**config.mk**
```make
export PLATFORM = sky130hd
export DESIGN_NAME = spdif_word_fmt
export DESIGN_NICKNAME = d
export VERILOG_FILES = /design/src/rtl/spdif_fmt_pkg.sv /design/src/rtl/spdif_fmt_unpack.sv /design/src/rtl/spdif_fmt_half.sv /design/src/rtl/spdif_word_fmt.sv
export SDC_FILE = /design/constraint.sdc
export NUM_CORES = 1
export LEC_CHECK = 0
export ABC_AREA = 1
export CAP_MARGIN = 25
export CORE_ASPECT_RATIO = 1.4
export CORE_MARGIN = 2
export CORE_UTILIZATION = 45
export DETAILED_ROUTE_END_ITERATION = 7
export PLACE_DENSITY = 0.77
export SETUP_SLACK_MARGIN = 0.05
export SLEW_MARGIN = 15
export SYNTH_ARGS = -nofsm -noshare
export SYNTH_HDL_FRONTEND = slang
export SYNTH_SLANG_ARGS = --single-unit
export TNS_END_PERCENT = 100
```
**constraint.sdc**
```tcl
create_clock -name clk -period 1.15 [get_ports clk]
set_clock_uncertainty 0.05 [all_clocks]
set_input_delay 0.2875 -clock clk [delete_from_list [all_inputs] [get_ports clk]]
set_output_delay 0.2875 -clock clk [all_outputs]
set_load 0.01 [all_outputs]
```
**src/rtl/spdif_fmt_pkg.sv**
```systemverilog
package spdif_fmt_pkg;
  localparam int WORD_W  = 32;
  localparam int AUDIO_W = 24;
  localparam int HALF_W  = WORD_W / 2;
  localparam int PRE_W   = 4;
  localparam int AUX_W   = 4;
  localparam int RAW_W   = AUDIO_W - AUX_W;

  typedef enum logic [1:0] {
    FMT_16  = 2'b00,
    FMT_20  = 2'b01,
    FMT_24  = 2'b10,
    FMT_RAW = 2'b11
  } fmt_mode_e;

  typedef struct packed {
    logic [AUDIO_W-1:0] audio;
    logic               v;
    logic               u;
    logic               c;
    logic               p;
    logic [PRE_W-1:0]   pre;
  } subframe_t;
endpackage

```
**src/rtl/spdif_fmt_unpack.sv**
```systemverilog
module spdif_fmt_unpack
  import spdif_fmt_pkg::*;
(
  input  logic [WORD_W-1:0] word,
  input  fmt_mode_e         mode,
  output subframe_t         fields
);
  localparam int PAD16 = AUDIO_W - 16;
  localparam int PAD20 = AUDIO_W - 20;

  always_comb begin
    fields = '0;
    unique case (mode)
      FMT_16:  fields.audio = {word[15:0], {PAD16{1'b0}}};
      FMT_20:  fields.audio = {word[19:0], {PAD20{1'b0}}};
      FMT_24:  fields.audio = word[AUDIO_W-1:0];
      FMT_RAW: begin
        fields.p     = word[31];
        fields.c     = word[30];
        fields.u     = word[29];
        fields.v     = word[28];
        fields.audio = {word[27:8], word[7:4]};
        fields.pre   = word[PRE_W-1:0];
      end
      default: fields = '0;
    endcase
  end
endmodule

```
**src/rtl/spdif_fmt_half.sv**
```systemverilog
module spdif_fmt_half
  import spdif_fmt_pkg::*;
(
  input  logic              clk,
  input  logic              rst_n,
  input  logic              step,
  input  logic              load,
  input  logic [HALF_W-1:0] hi_in,
  output logic              pending,
  output logic [HALF_W-1:0] hi_q
);
  always_ff @(posedge clk or negedge rst_n) begin
    if (!rst_n) begin
      pending <= 1'b0;
      hi_q    <= '0;
    end else if (step) begin
      pending <= load;
      if (load) hi_q <= hi_in;
    end
  end
endmodule

```
**src/rtl/spdif_word_fmt.sv**
```systemverilog
module spdif_word_fmt
  import spdif_fmt_pkg::*;
(
  input  logic              clk,
  input  logic              rst_n,
  input  logic [WORD_W-1:0] word_data,
  input  logic              word_valid,
  output logic              word_ready,
  input  logic [1:0]        fmt_mode,
  input  logic              pack_en,
  input  logic              sf_req,
  input  logic              err_clr,
  output logic              sf_valid,
  output logic [AUDIO_W-1:0] sf_audio,
  output logic              sf_v,
  output logic              sf_u,
  output logic              sf_c,
  output logic              sf_p,
  output logic [PRE_W-1:0]  sf_preamble,
  output logic              underrun
);
  localparam int HALF_PAD = AUDIO_W - HALF_W;

  fmt_mode_e          mode;
  subframe_t          decoded;
  subframe_t          next_sf;
  subframe_t          out_q;
  logic               packed_on;
  logic               pend;
  logic [HALF_W-1:0]  right_half;
  logic               use_right;
  logic               take;
  logic               starve;

  assign mode      = fmt_mode_e'(fmt_mode);
  assign packed_on = pack_en && (mode == FMT_16);
  assign use_right = packed_on && pend;
  assign word_ready = sf_req && !use_right;
  assign take      = word_ready && word_valid;
  assign starve    = word_ready && !word_valid;

  spdif_fmt_unpack u_unpack (
    .word   (word_data),
    .mode   (mode),
    .fields (decoded)
  );

  spdif_fmt_half u_half (
    .clk     (clk),
    .rst_n   (rst_n),
    .step    (sf_req),
    .load    (packed_on && take),
    .hi_in   (word_data[WORD_W-1:HALF_W]),
    .pending (pend),
    .hi_q    (right_half)
  );

  always_comb begin
    next_sf = '0;
    if (use_right) begin
      next_sf.audio = {right_half, {HALF_PAD{1'b0}}};
    end else if (starve) begin
      next_sf.v = 1'b1;
    end else begin
      next_sf = decoded;
    end
  end

  always_ff @(posedge clk or negedge rst_n) begin
    if (!rst_n) begin
      out_q    <= '0;
      sf_valid <= 1'b0;
      underrun <= 1'b0;
    end else begin
      sf_valid <= sf_req;
      if (sf_req) out_q <= next_sf;
      underrun <= starve || (underrun && !err_clr);
    end
  end

  assign sf_audio    = out_q.audio;
  assign sf_v        = out_q.v;
  assign sf_u        = out_q.u;
  assign sf_c        = out_q.c;
  assign sf_p        = out_q.p;
  assign sf_preamble = out_q.pre;
endmodule

```
# Word-level counts from Yosys, hierarchy flattened
# Index checks and enable logic that the tools add are counted.
dict set report word_totals {
  in_bits 40
  ff_bits 51
  romBits 0
  latch_bits 0
  mem_count 0
  output_inout_bits 35
  mem_bits_rw 0
}
dict set report op_classes {
  n_mul 0
  n_addsub 0
  n_reduce_logical 13
  eq_ne 3
  div 0
  bitwise 0
  muxes 7
  magnitude_cmp 0
  n_shift 0
}
# operator n
set op_table {}
lappend op_table {{$pmux 24 s4} 1}
lappend op_table {{$mux 24} 2}
lappend op_table {{$mux 8} 2}
lappend op_table {{$logic_and 1x1->1} 7}
lappend op_table {{$mux 7} 1}
lappend op_table {{$eq 2x2->1 const B} 2}
lappend op_table {{$logic_not 1->1} 3}
lappend op_table {{$eq 2x1->1 const B} 1}
lappend op_table {{$logic_not 2->1} 1}
lappend op_table {{$reduce_and 2->1} 1}
lappend op_table {{$logic_or 1x1->1} 1}
lappend op_table {{$mux 1} 1}

# Longest topological paths before layout
# Gate-level depths: netlist of the first run.
dict set report logic_depth {
  ltp_word 8
  depth_mapped 9
  depth_no_buf 7
}

# Hierarchy
# From an unflattened synthesis of the first run, not the netlist that was laid out.
dict set report unflattened {
  cells_unflattened 418
  hier_area_um2 3255.6
}
# mod cells_per_inst n_inst area_each_um2 seq_area_each_um2
set modules_own_cells {}
lappend modules_own_cells {spdif_word_fmt 206 1 1744.2 850.8}
lappend modules_own_cells {spdif_fmt_unpack 139 1 789.5 0.0}
lappend modules_own_cells {spdif_fmt_half 73 1 721.9 425.4}

# Worst setup path after synthesis of the first run
# OpenSTA, ideal clock, no wires.
dict set report synth_timing {
  path_kind {input to register}
  start {input port fmt_mode[0]}
  end {register out_q (netlist bit sf_audio[5])}
  path_buffers 2
  t_arrival_ns 1.140
  path_stages 8
  required_time_ns 0.977
  setup_time_ns 0.123
  setup_slack_ns -0.163
  path_cell_list {buf_6 -> nor2_4 -> nand3_4 -> nand2_2 -> nor2_4 -> buf_4 -> o21ai_0 -> nand2_1}
}
dict set report synth_via {
  elab_chain_len 8
  elab_cells_between_ends 12
}
# item line
set synth_lines {}
lappend synth_lines {{start, declared} spdif_word_fmt.sv:9} ;# input logic [1:0] fmt_mode,
lappend synth_lines {{$logic_not 2->1} {spdif_fmt_unpack.sv:13, spdif_word_fmt.sv:36}}
lappend synth_lines {{$logic_and 1x1->1} spdif_word_fmt.sv:36} ;# assign packed_on = pack_en && (mode == FMT_16);
lappend synth_lines {{$logic_and 1x1->1} spdif_word_fmt.sv:37} ;# assign use_right = packed_on && pend;
lappend synth_lines {{$logic_not 1->1} spdif_word_fmt.sv:38} ;# assign word_ready = sf_req && !use_right;
lappend synth_lines {{$logic_and 1x1->1} spdif_word_fmt.sv:38}
lappend synth_lines {{$logic_and 1x1->1} spdif_word_fmt.sv:40} ;# assign starve = word_ready && !word_valid;
lappend synth_lines {{$mux 24} spdif_word_fmt.sv:62} ;# end else if (starve) begin
lappend synth_lines {{$mux 24 *} spdif_word_fmt.sv:60} ;# if (use_right) begin
lappend synth_lines {{end signal, assigned} spdif_word_fmt.sv:76} ;# if (sf_req) out_q <= next_sf;
lappend synth_lines {{end, declared} spdif_word_fmt.sv:27} ;# subframe_t out_q;
# Mark *: on every way between the ends. The rest lies on a longest branch, timed or not.
# A chain may end at the register's enable or synchronous reset.

# Worst setup path after layout of the first run
dict set report layout_timing {
  start {register u_half.pending}
  end {output port word_ready}
}
dict set report layout_via {
  elab_chain_len 3
}
# item line
set layout_lines {}
lappend layout_lines {{start, declared} spdif_fmt_half.sv:9} ;# output logic pending,
lappend layout_lines {{start signal, assigned} spdif_fmt_half.sv:17} ;# pending <= load;
lappend layout_lines {{$logic_and 1x1->1} spdif_word_fmt.sv:37}
lappend layout_lines {{$logic_not 1->1} spdif_word_fmt.sv:38}
lappend layout_lines {{$logic_and 1x1->1} spdif_word_fmt.sv:38}
lappend layout_lines {{end, declared} spdif_word_fmt.sv:8} ;# output logic word_ready,
# Every way passes these cells.

==> results of run 1 <==
-- area by class of cell --
class                   count  share of cell area, %
repair buffers            144                   27.6
multi-input cells         285                   34.8
flip-flops and latches     51                   27.6
clock buffers               8                   2.16
inverters                  71                   5.86
well taps                  74                   2.00
-- critical path: cells and delay by family, from the launching register on --
kind / cells / cell delay [ns]
buffers and inverters: 2 / 0.15
flip-flops: 1 / 0.41
AND/OR/NAND/NOR: 2 / 0.18
-- logic make-up after synthesis --
kind of cell | Yosys count | share of synthesized area, %
flops | 51 | 42.1
compound gates | 61 | 11.2
simple gates | 220 | 32.6
buf+inv | 95 | 14.1
-- Yosys cell counts --
cell / number / area (sq um)
nor2_4: 2 / 22.5
nand3_1: 73 / 365
clkinv_1: 1 / 3.75
nor2_1: 20 / 75.1
nor3b_4: 1 / 18.8
dfrtp_1: 51 / 1280
nand3_4: 2 / 35.0
a21oi_1: 10 / 50.1
buf_4: 5 / 37.5
nand2_1: 119 / 447
clkbuf_1: 7 / 26.3
a21oi_2: 6 / 52.6
nand2_4: 1 / 11.3
o21ai_0: 17 / 85.1
inv_1: 68 / 255
buf_6: 6 / 67.6
o21ai_1: 20 / 100
nand2_2: 2 / 12.5
buf_2: 6 / 30.0
o22ai_1: 8 / 50.1
inv_2: 2 / 7.51
-- power breakdown --
group	total [mW]	internal [mW]	switching [mW]
registers	2.14	2.01	0.131
logic	1.43	0.674	0.756
clock network	1.16	0.551	0.609
-- flip-flops by register name, summed over array words and instances, names as in the netlist --
register        flops
sf_valid            1
u_half.pending      1
underrun            1
sf_u                1
sf_v                1
sf_c                1
sf_preamble         4
u_half.hi_q        16
sf_audio           24
sf_p                1
-- routing by layer --
| layer | wire length, microns | GRT usage, % | vias up |
|---|---|---|---|
| met1 | 3760 | 32.7 | 1616 |
| met5 | 0 | 0 | - |
| met4 | 615 | 13.6 | 0 |
| met2 | 5060 | 44.9 | 202 |
| li1 | - | - | 1609 |
| met3 | 807 | 4.80 | 69 |
-- cells in the final DEF, fill, tap and decap left out, types with 8 or more instances in the layout --
cell type        instances
dfrtp_1                 51
o21ai_1                 20
nand2_1                108
o21ai_0                 11
buf_2                   35
nor2_1                  20
buf_6                    8
buf_4                   50
clkdlybuf4s50_1         34
inv_1                   65
nand3_1                 49
nand3_2                 24
nand2_2                  9
a21oi_2                 11
-- per-stage QoR --
stage	cells	power (mW)
final	633	4.73
after global placement	589	3.38
after floorplan	427	2.75
after CTS	617	4.56
after detailed placement	589	3.41
after global routing	633	4.95
-- path summary, 6_finish.rpt --
| kind | cells past startpoint | end | slack [ns] |
|---|---|---|---|
| max in group asynchronous | 3 | sf_audio[21] | 0.37 |
| setup reg to reg | 8 | u_half.hi_q[9] | -0.23 |
| setup / recovery | 4 | word_ready | -0.24 |
| hold reg to reg | 2 | u_half.hi_q[7] | 0.43 |
| min in group asynchronous | 3 | sf_audio[4] | 0.45 |
| hold / removal | 2 | u_half.hi_q[7] | 0.43 |
-- timing repair --
item	CTS	global route
hold buffers	1	0
endpoints found under the hold margin	51	0
buffers inserted	15	14
cloned	4	3
gates resized for setup	186	33
pin swaps	4	12
setup endpoints to repair	85	85
==> out/metrics.cfg, run 1 <==
[cells_and_area]
number_of_inserted_filler_cells_in_the_final_layout=529
finish.net_count=598
antennaDiodeCount=0
seqCellArea_sq_um=1280
area_used_by_multi_input_combinational_logic_sq_um=1610
post-route-cell-area_sq_um=4630
post_route_cells_drive_above_1_share_pct=32.7
utilization_pct=70.5
area_growth_syn_to_layout_pct=52.9

[job]
timing.max_cap.violations=0

[synthesis]
synth_area_sq_um=3030
ys_types=21
syn_nets=467
seq_area_frac_synth_pct=42.1
synth.avg_cell_area_sq_um=7.09
yosys_warnings=0
synth_seq_cells=51
syn_inst=427

[pwr]
leakagePower_nw=2.47
vdd_drop_max_v=0.000739
powerDensity_nw_per_um2=1020

[critical_path]
timing.critical_path.slowest_cell_delay_ns=0.41
critPathLaunchType=flop
path_max_fanout=2
worst_ep_required_time_ns=0.81
setup.worst_path.end_class=primary output
critical-path-slowest-cell=dfrtp_1
crit_path_dat_ns=1.05
worstPathCellList=nand3_4 > nand2_4 > inv_4 > buf_6
timing.rr.start=u_half.pending
timing.setup.critical_path_class=reg2out
cp-startpoint=u_half.pending

[placed_design]
dp_slack_ns=-0.842
postPlaceCellArea_sq_um=4100
routabilityCongestion=0.866
placement.io_buffers=74
post-dp-hpwl_mm=6.19

[drt]
pre_repair_dr_iteration_count=6
initialDrtViolationCount=454
route.antenna.remaining_nets=0
wire_per_inst_microns=16.2
finalWirelength_mm=10.2
drt-vias-per-instance=5.52
routed-via-count=3496
drc=0

[grt]
vias_in_the_first_global_route=3249
gr-total-overflow=0
initial_antenna_violation_count=0
first_pass_grt_wire_length_mm=15.6
grt_max_degree=52
gr-usage-all-layers_pct=26.9

[timing]
timing.final.setup_violations=84
hold_viol_final=0
slew_headroom_pct=81.6
final_min_period_over_clock_period_pct=121
holdWs_ns=0.431
tightest_slew_ns=0.275
maxClockFrequency_mhz=721
finalMaxSlewViolations=0
finalSetupTns_ns=-8.79
timing.final.crit_period_ns=1.39
finalWorstSetupSlack_ns=-0.237
grt_setup_unrepaired=yes

[clock_network]
clock_pin_transition_on_the_worst_setup_and_hold_timing_paths_ns=0.09
tritoncts=done
numCtsBuffers=5
tritoncts_num_sinks=51
clock-root-buffer=clkbuf_8
htreeDepth=2
max-clock-path-buffers=2
clkLatencyLatePin_ns=0.30

[status]
outcome=complete, but fails checks
violations=setup timing

[hold_path]
hold_path.startpoint=u_half.hi_q[7]
class_of_the_worst_hold_path=reg2reg

[die]
design.portCount=75
dieArea_sq_um=7410
die_height_microns=101
initial_core_util_pct=46.1
floorplan.die.width_microns=73.3
floorplan.core_area_sq_um=6570
num_rows=35

(Power assumes the default switching activity.)
==> run 2, diff against run 1 <==
--- a/config.mk
+++ b/config.mk
@@ -12,6 +12,7 @@
 export CORE_UTILIZATION = 45
 export DETAILED_ROUTE_END_ITERATION = 7
 export PLACE_DENSITY = 0.77
+export RECOVER_POWER = 25
 export SETUP_SLACK_MARGIN = 0.05
 export SLEW_MARGIN = 15
 export SYNTH_ARGS = -nofsm -noshare
==> run 2 against run 1 <==
The run still ends with setup timing left. Critical path type unchanged. Sequential share of layout area grew 0.052 points. Clock power barely moved. Via count shrank 0.34%. Maximum frequency about the same. Die area is the same. Global-route usage stayed put. Final cell count unchanged. Sequential cell count is the same. Cell area is 0.19% lower. Wire length increased by 0.40%.
==> out/metrics.cfg, run 2 (synthesized netlist as in run 1, its figures left out) <==
[critical_path]
timing.reg2reg.worst_path_depth=8
setup.worst_path.end_class=primary output
timing.rr.end=u_half.hi_q[9]
timing.setup.critical_path_class=reg2out
path_max_fanout=2
crit_path_dat_ns=1.05
timing.rr.start=u_half.pending
regToRegSetupSlack_ns=-0.23
worst_ep_required_time_ns=0.81
critPathLaunchType=flop

[die]
dieArea_sq_um=7410
floorplan.die.width_microns=73.3
design.portCount=75
initial_core_util_pct=46.1
die_height_microns=101
floorplan.core_area_sq_um=6570
num_rows=35

[timing]
timing.final.setup_violations=84
final_min_period_over_clock_period_pct=121
grt_setup_unrepaired=yes
finalMaxSlewViolations=0
slew_headroom_pct=68.8
holdWs_ns=0.431
timing.final.crit_period_ns=1.39
tightest_slew_ns=0.467
maxClockFrequency_mhz=721
hold_viol_final=0
finalWorstSetupSlack_ns=-0.238

[cells_and_area]
post-route-cell-area_sq_um=4620
largest_reg_flops=24
layout.cells.non_filler=633
area_growth_syn_to_layout_pct=52.6
number_of_inserted_filler_cells_in_the_final_layout=529
final_cell_mix=nand2_1 (108), inv_1 (65), dfrtp_1 (51)
antennaDiodeCount=0
finish.net_count=598
post_route_cells_drive_above_1_share_pct=32.7
leading_cell_type_in_the_layout_fill_and_taps_excluded=nand2_1

[drt]
wire_per_inst_microns=16.2
route.antenna.remaining_nets=0
drc=0
drt-vias-per-instance=5.50
routed-via-count=3484
pre_repair_dr_iteration_count=6
initialDrtViolationCount=457
finalWirelength_mm=10.3

[status]
outcome=complete, but fails checks
violations=setup timing

[pwr]
leakagePower_nw=2.46
powerDensity_nw_per_um2=1020
report.power.total_mw=4.73
vdd_drop_max_v=0.000737

[grt]
first_pass_grt_wire_length_mm=15.6
grt_max_degree=52
initial_antenna_violation_count=0
gr-total-overflow=0
gr-usage-all-layers_pct=26.9
vias_in_the_first_global_route=3249

[placed_design]
placed_cells=589
placement.io_buffers=74
postPlaceCellArea_sq_um=4100
routabilityCongestion=0.866
post-dp-hpwl_mm=6.19

[clock_network]
tritoncts_num_sinks=51
clkLatencyLatePin_ns=0.30
clock-root-buffer=clkbuf_8
tritoncts=done
numCtsBuffers=5
clock_pin_transition_on_the_worst_setup_and_hold_timing_paths_ns=0.09
htreeDepth=2
max-clock-path-buffers=2

[hold_path]
hold_path.startpoint=sf_audio[4]
timing.hold.worst_path_depth=2
min_delay_worst_endpoint=sf_audio[4]
class_of_the_worst_hold_path=reg2reg

[job]
timing.max_cap.violations=0

run 2: cell counts in the layout (fill, tap and decap cells not counted):
No cell type changed its count.
run 2: cell type report:
type / instances / area, sq um / share of cell area, %
multi-input cells: 285 / 1610 / 34.9
well taps: 74 / 92.6 / 2.00
flip-flops and latches: 51 / 1280 / 27.6
clock buffers: 8 / 100 / 2.17
inverters: 71 / 272 / 5.87
repair buffers: 144 / 1270 / 27.5
run 2: how the worst max path moves through the flow:
stage,end,cells after the start,start,slack [ns]
2_1_floorplan,u_half.hi_q[10],6,fmt_mode[1],-0.14
3_3_place_gp,word_ready,6,fmt_mode[1],-0.83
3_5_place_dp,word_ready,6,fmt_mode[1],-0.84
4_1_cts,word_ready,4,u_half.pending,-0.22
5_1_grt,sf_audio[13],6,u_half.pending,-0.31
6_report,word_ready,4,u_half.pending,-0.24
run 2: power by group:
group / leakage [nW] / internal [mW] / total (mW) / switching (mW)
Sequential: 0.642 / 2.01 / 2.14 / 0.131
Clock: 0.0515 / 0.551 / 1.16 / 0.609
Combinational: 1.77 / 0.670 / 1.43 / 0.756
Total: 2.46 / 3.23 / 4.73 / 1.50
run 2: metrics by stage:
step                worst slack (ns)  util (%)  TNS, ns
floorplan                     -0.139         -    -5.84
global placement              -0.831      62.4   -33.62
detailed placement            -0.842      62.4   -34.73
CTS                           -0.220      66.2    -8.70
global route                  -0.312      70.4   -12.70
finish                        -0.238      70.4    -8.79
run 2: worst max-delay path: stages, from the launching register on:
cell and delay (ns):
dfrtp_1 0.41, nand3_4 0.09, nand2_4 0.09, inv_4 0.04
buf_6 0.11
run 2: timing repair:
item	in CTS	in global routing
gates cloned	4	3
endpoints found under the hold margin	51	0
buffers inserted	15	14
endpoints found under the setup margin	85	85
pin swaps	4	12
resized for setup	186	33
hold buffers	1	0
run 2: per-layer routing:
metal	track usage [%]	part of all wire, %	wire, microns	vias to the layer above
met5	0	0	0	-
met4	13.6	5.1	527	0
met3	4.80	7.8	802	55
met2	44.9	50	5160	204
met1	32.7	37	3790	1614
li1	-	-	-	1611
==> run 3, diff against run 2 <==
--- a/config.mk
+++ b/config.mk
@@ -9,9 +9,9 @@
 export CAP_MARGIN = 25
 export CORE_ASPECT_RATIO = 1.4
 export CORE_MARGIN = 2
-export CORE_UTILIZATION = 45
+export CORE_UTILIZATION = 50
 export DETAILED_ROUTE_END_ITERATION = 7
-export PLACE_DENSITY = 0.77
+export PLACE_DENSITY = 0.81
 export RECOVER_POWER = 25
 export SETUP_SLACK_MARGIN = 0.05
 export SLEW_MARGIN = 15
==> constraint.sdc (replaced) <==
create_clock -name clk -period 1.51 [get_ports clk]
set_clock_uncertainty 0.05 [all_clocks]
set_input_delay 0.3775 -clock clk [delete_from_list [all_inputs] [get_ports clk]]
set_output_delay 0.3775 -clock clk [all_outputs]
set_load 0.01 [all_outputs]
==> run 3 against run 2 <==
The run now ends clean. Clock-buffer cell count is 2 lower. Die area shrank 9.5%. Register-to-register slack better by 0.33 ns. Utilization shrank 3.5 points.
==> out/metrics.cfg, run 3 (synthesized netlist as in run 1, its figures left out) <==
[critical_path]
regToRegSetupSlack_ns=0.10
critical-path-slowest-cell=dfrtp_1
timing.rr.start=u_half.pending
critPathLaunchType=flop
timing.setup.critical_path_class=reg2out
timing.critical_path.slowest_cell_delay_ns=0.42
worst_ep_required_time_ns=1.08
timing.rr.end=sf_audio[10]
worst_path_bufs_invs=2
timing.reg2reg.worst_path_depth=7
path_max_fanout=2
crit_path_dat_ns=1.05
worstPathCellList=nand3_4 > nand2_2 > inv_2 > buf_6
setup.worst_path.end_class=primary output
cpLargestDelayFamily=flip-flops

[clock_network]
clkLatencyLatePin_ns=0.30
htreeDepth=2
max-clock-path-buffers=2
clock_pin_transition_on_the_worst_setup_and_hold_timing_paths_ns=0.09
numCtsBuffers=5
clock-root-buffer=clkbuf_8
tritoncts=done
tritoncts_num_sinks=51

[die]
floorplan.die.width_microns=69.8
floorplan.core_area_sq_um=5860
num_rows=33
initial_core_util_pct=51.7
die_height_microns=96.1
dieArea_sq_um=6710
design.portCount=75

[pwr]
power.share.sequential_pct=51.0
leakagePower_nw=2.13
internal-power_mw=2.21
switching_power_of_the_nets_mw=0.972
p_sw_share_pct=30.6
powerDensity_nw_per_um2=810
clock_power_share_pct=23.2
p_comb_share_pct=25.8
vdd_drop_max_v=0.000505

[grt]
first_pass_grt_wire_length_mm=13.8
initial_antenna_violation_count=0
gr-usage-all-layers_pct=25.6
global_route.peak_usage_layer=met2
grt_max_degree=52
gr-total-overflow=0
vias_in_the_first_global_route=3046
grt_use_met1_pct=31.2
grt_use_met2_pct=44.2
grtUsageMet3_pct=3.25

[cells_and_area]
final_cell_mix=nand2_1 (119), nand3_1 (73), inv_1 (67)
post-route-cell-area_sq_um=3920
largest_reg_flops=24
utilization_pct=66.9
antennaDiodeCount=0
area_growth_syn_to_layout_pct=29.5
post_route_cells_drive_above_1_share_pct=9.33
finish.net_count=545
leading_cell_type_in_the_layout_fill_and_taps_excluded=nand2_1

[drt]
finalWirelength_mm=8.13
pre_repair_dr_iteration_count=4
drt-vias-per-instance=5.31
route.antenna.remaining_nets=0
wire_per_inst_microns=14.2
routed-via-count=3049
initialDrtViolationCount=341
drc=0

[timing]
hold_viol_final=0
final_min_period_over_clock_period_pct=98.1
tightest_slew_ns=1.26
finalMaxSlewViolations=0
slew_headroom_pct=15.8
timing.final.crit_period_ns=1.48
maxClockFrequency_mhz=675
finalWorstSetupSlack_ns=0.0283
timing.final.setup_violations=0
grt_setup_unrepaired=yes

[status]
outcome=completed

[placed_design]
dp_slack_ns=-0.661
placement.io_buffers=74
post-dp-hpwl_mm=5.79
postPlaceCellArea_sq_um=3890
routabilityCongestion=0.907

[hold_path]
class_of_the_worst_hold_path=in2async

[job]
timing.max_cap.violations=0

## run 3: cell count changes in the layout (fill, tap and decap cells not counted), sizes merged
cell           before  now
clkbuf             10    7
nand3              78   75
buf               103   23
clkdlybuf4s15       3    1
dlygate4sd3         1    0
dlygate4sd2         1   36
nand2             123  122
## run 3: layout make-up
type	instances	area [sq um]
clock buffers	6	72.6
repair buffers	95	896
well taps	70	87.6
inverters	71	267
flip-flops and latches	51	1280
fillers	522	1940
multi-input cells	281	1330
## run 3: repair_timing
action	in CTS	in global routing
pin swaps	2	0
hold buffers	0	0
endpoints found under the setup margin	85	21
gates resized for setup	50	3
buffers inserted	1	0
## run 3: worst max path at each step
stage / start / to / cells after the start
2_1_floorplan: fmt_mode[0] / word_ready / 5
3_3_place_gp: fmt_mode[1] / word_ready / 6
3_5_place_dp: fmt_mode[0] / word_ready / 6
4_1_cts: u_half.pending / word_ready / 4
5_1_grt: u_half.pending / word_ready / 4
6_report: u_half.pending / word_ready / 4
## run 3: through the flow
step	std cells	setup TNS, ns	hold WS [ns]	total power [mW]
6_report	574	0	0.377	3.18
5_1_grt	574	-0.0232	0.459	3.36
4_1_cts	574	0	0.0158	3.19
3_5_place_dp	567	-23.58	0.340	2.53
3_3_place_gp	567	-22.33	0.337	2.50
2_1_floorplan	427	0	0.0319	2.08
## run 3: layer usage
layer | vias up | share of wire [%]
met4 | 0 | 3.6
met3 | 23 | 6.0
met2 | 121 | 50
met5 | - | 0
met1 | 1413 | 41
li1 | 1492 | -
## run 3: power by group through the flow
stage          Combinational [mW]  Clock [mW]  Sequential [mW]
6_report                    0.821       0.736             1.62
3_5_place_dp                0.881           0             1.65
4_1_cts                     0.828       0.746             1.62
2_1_floorplan               0.405           0             1.67
3_3_place_gp                0.862           0             1.64
5_1_grt                     0.921       0.800             1.64
## run 3: worst register-to-register path, delay by kind of cell (launching register included)
family          cells  cell delay, ns
buf+inv             3            0.43
flops               1            0.42
simple gates        3            0.28
compound gates      1            0.16
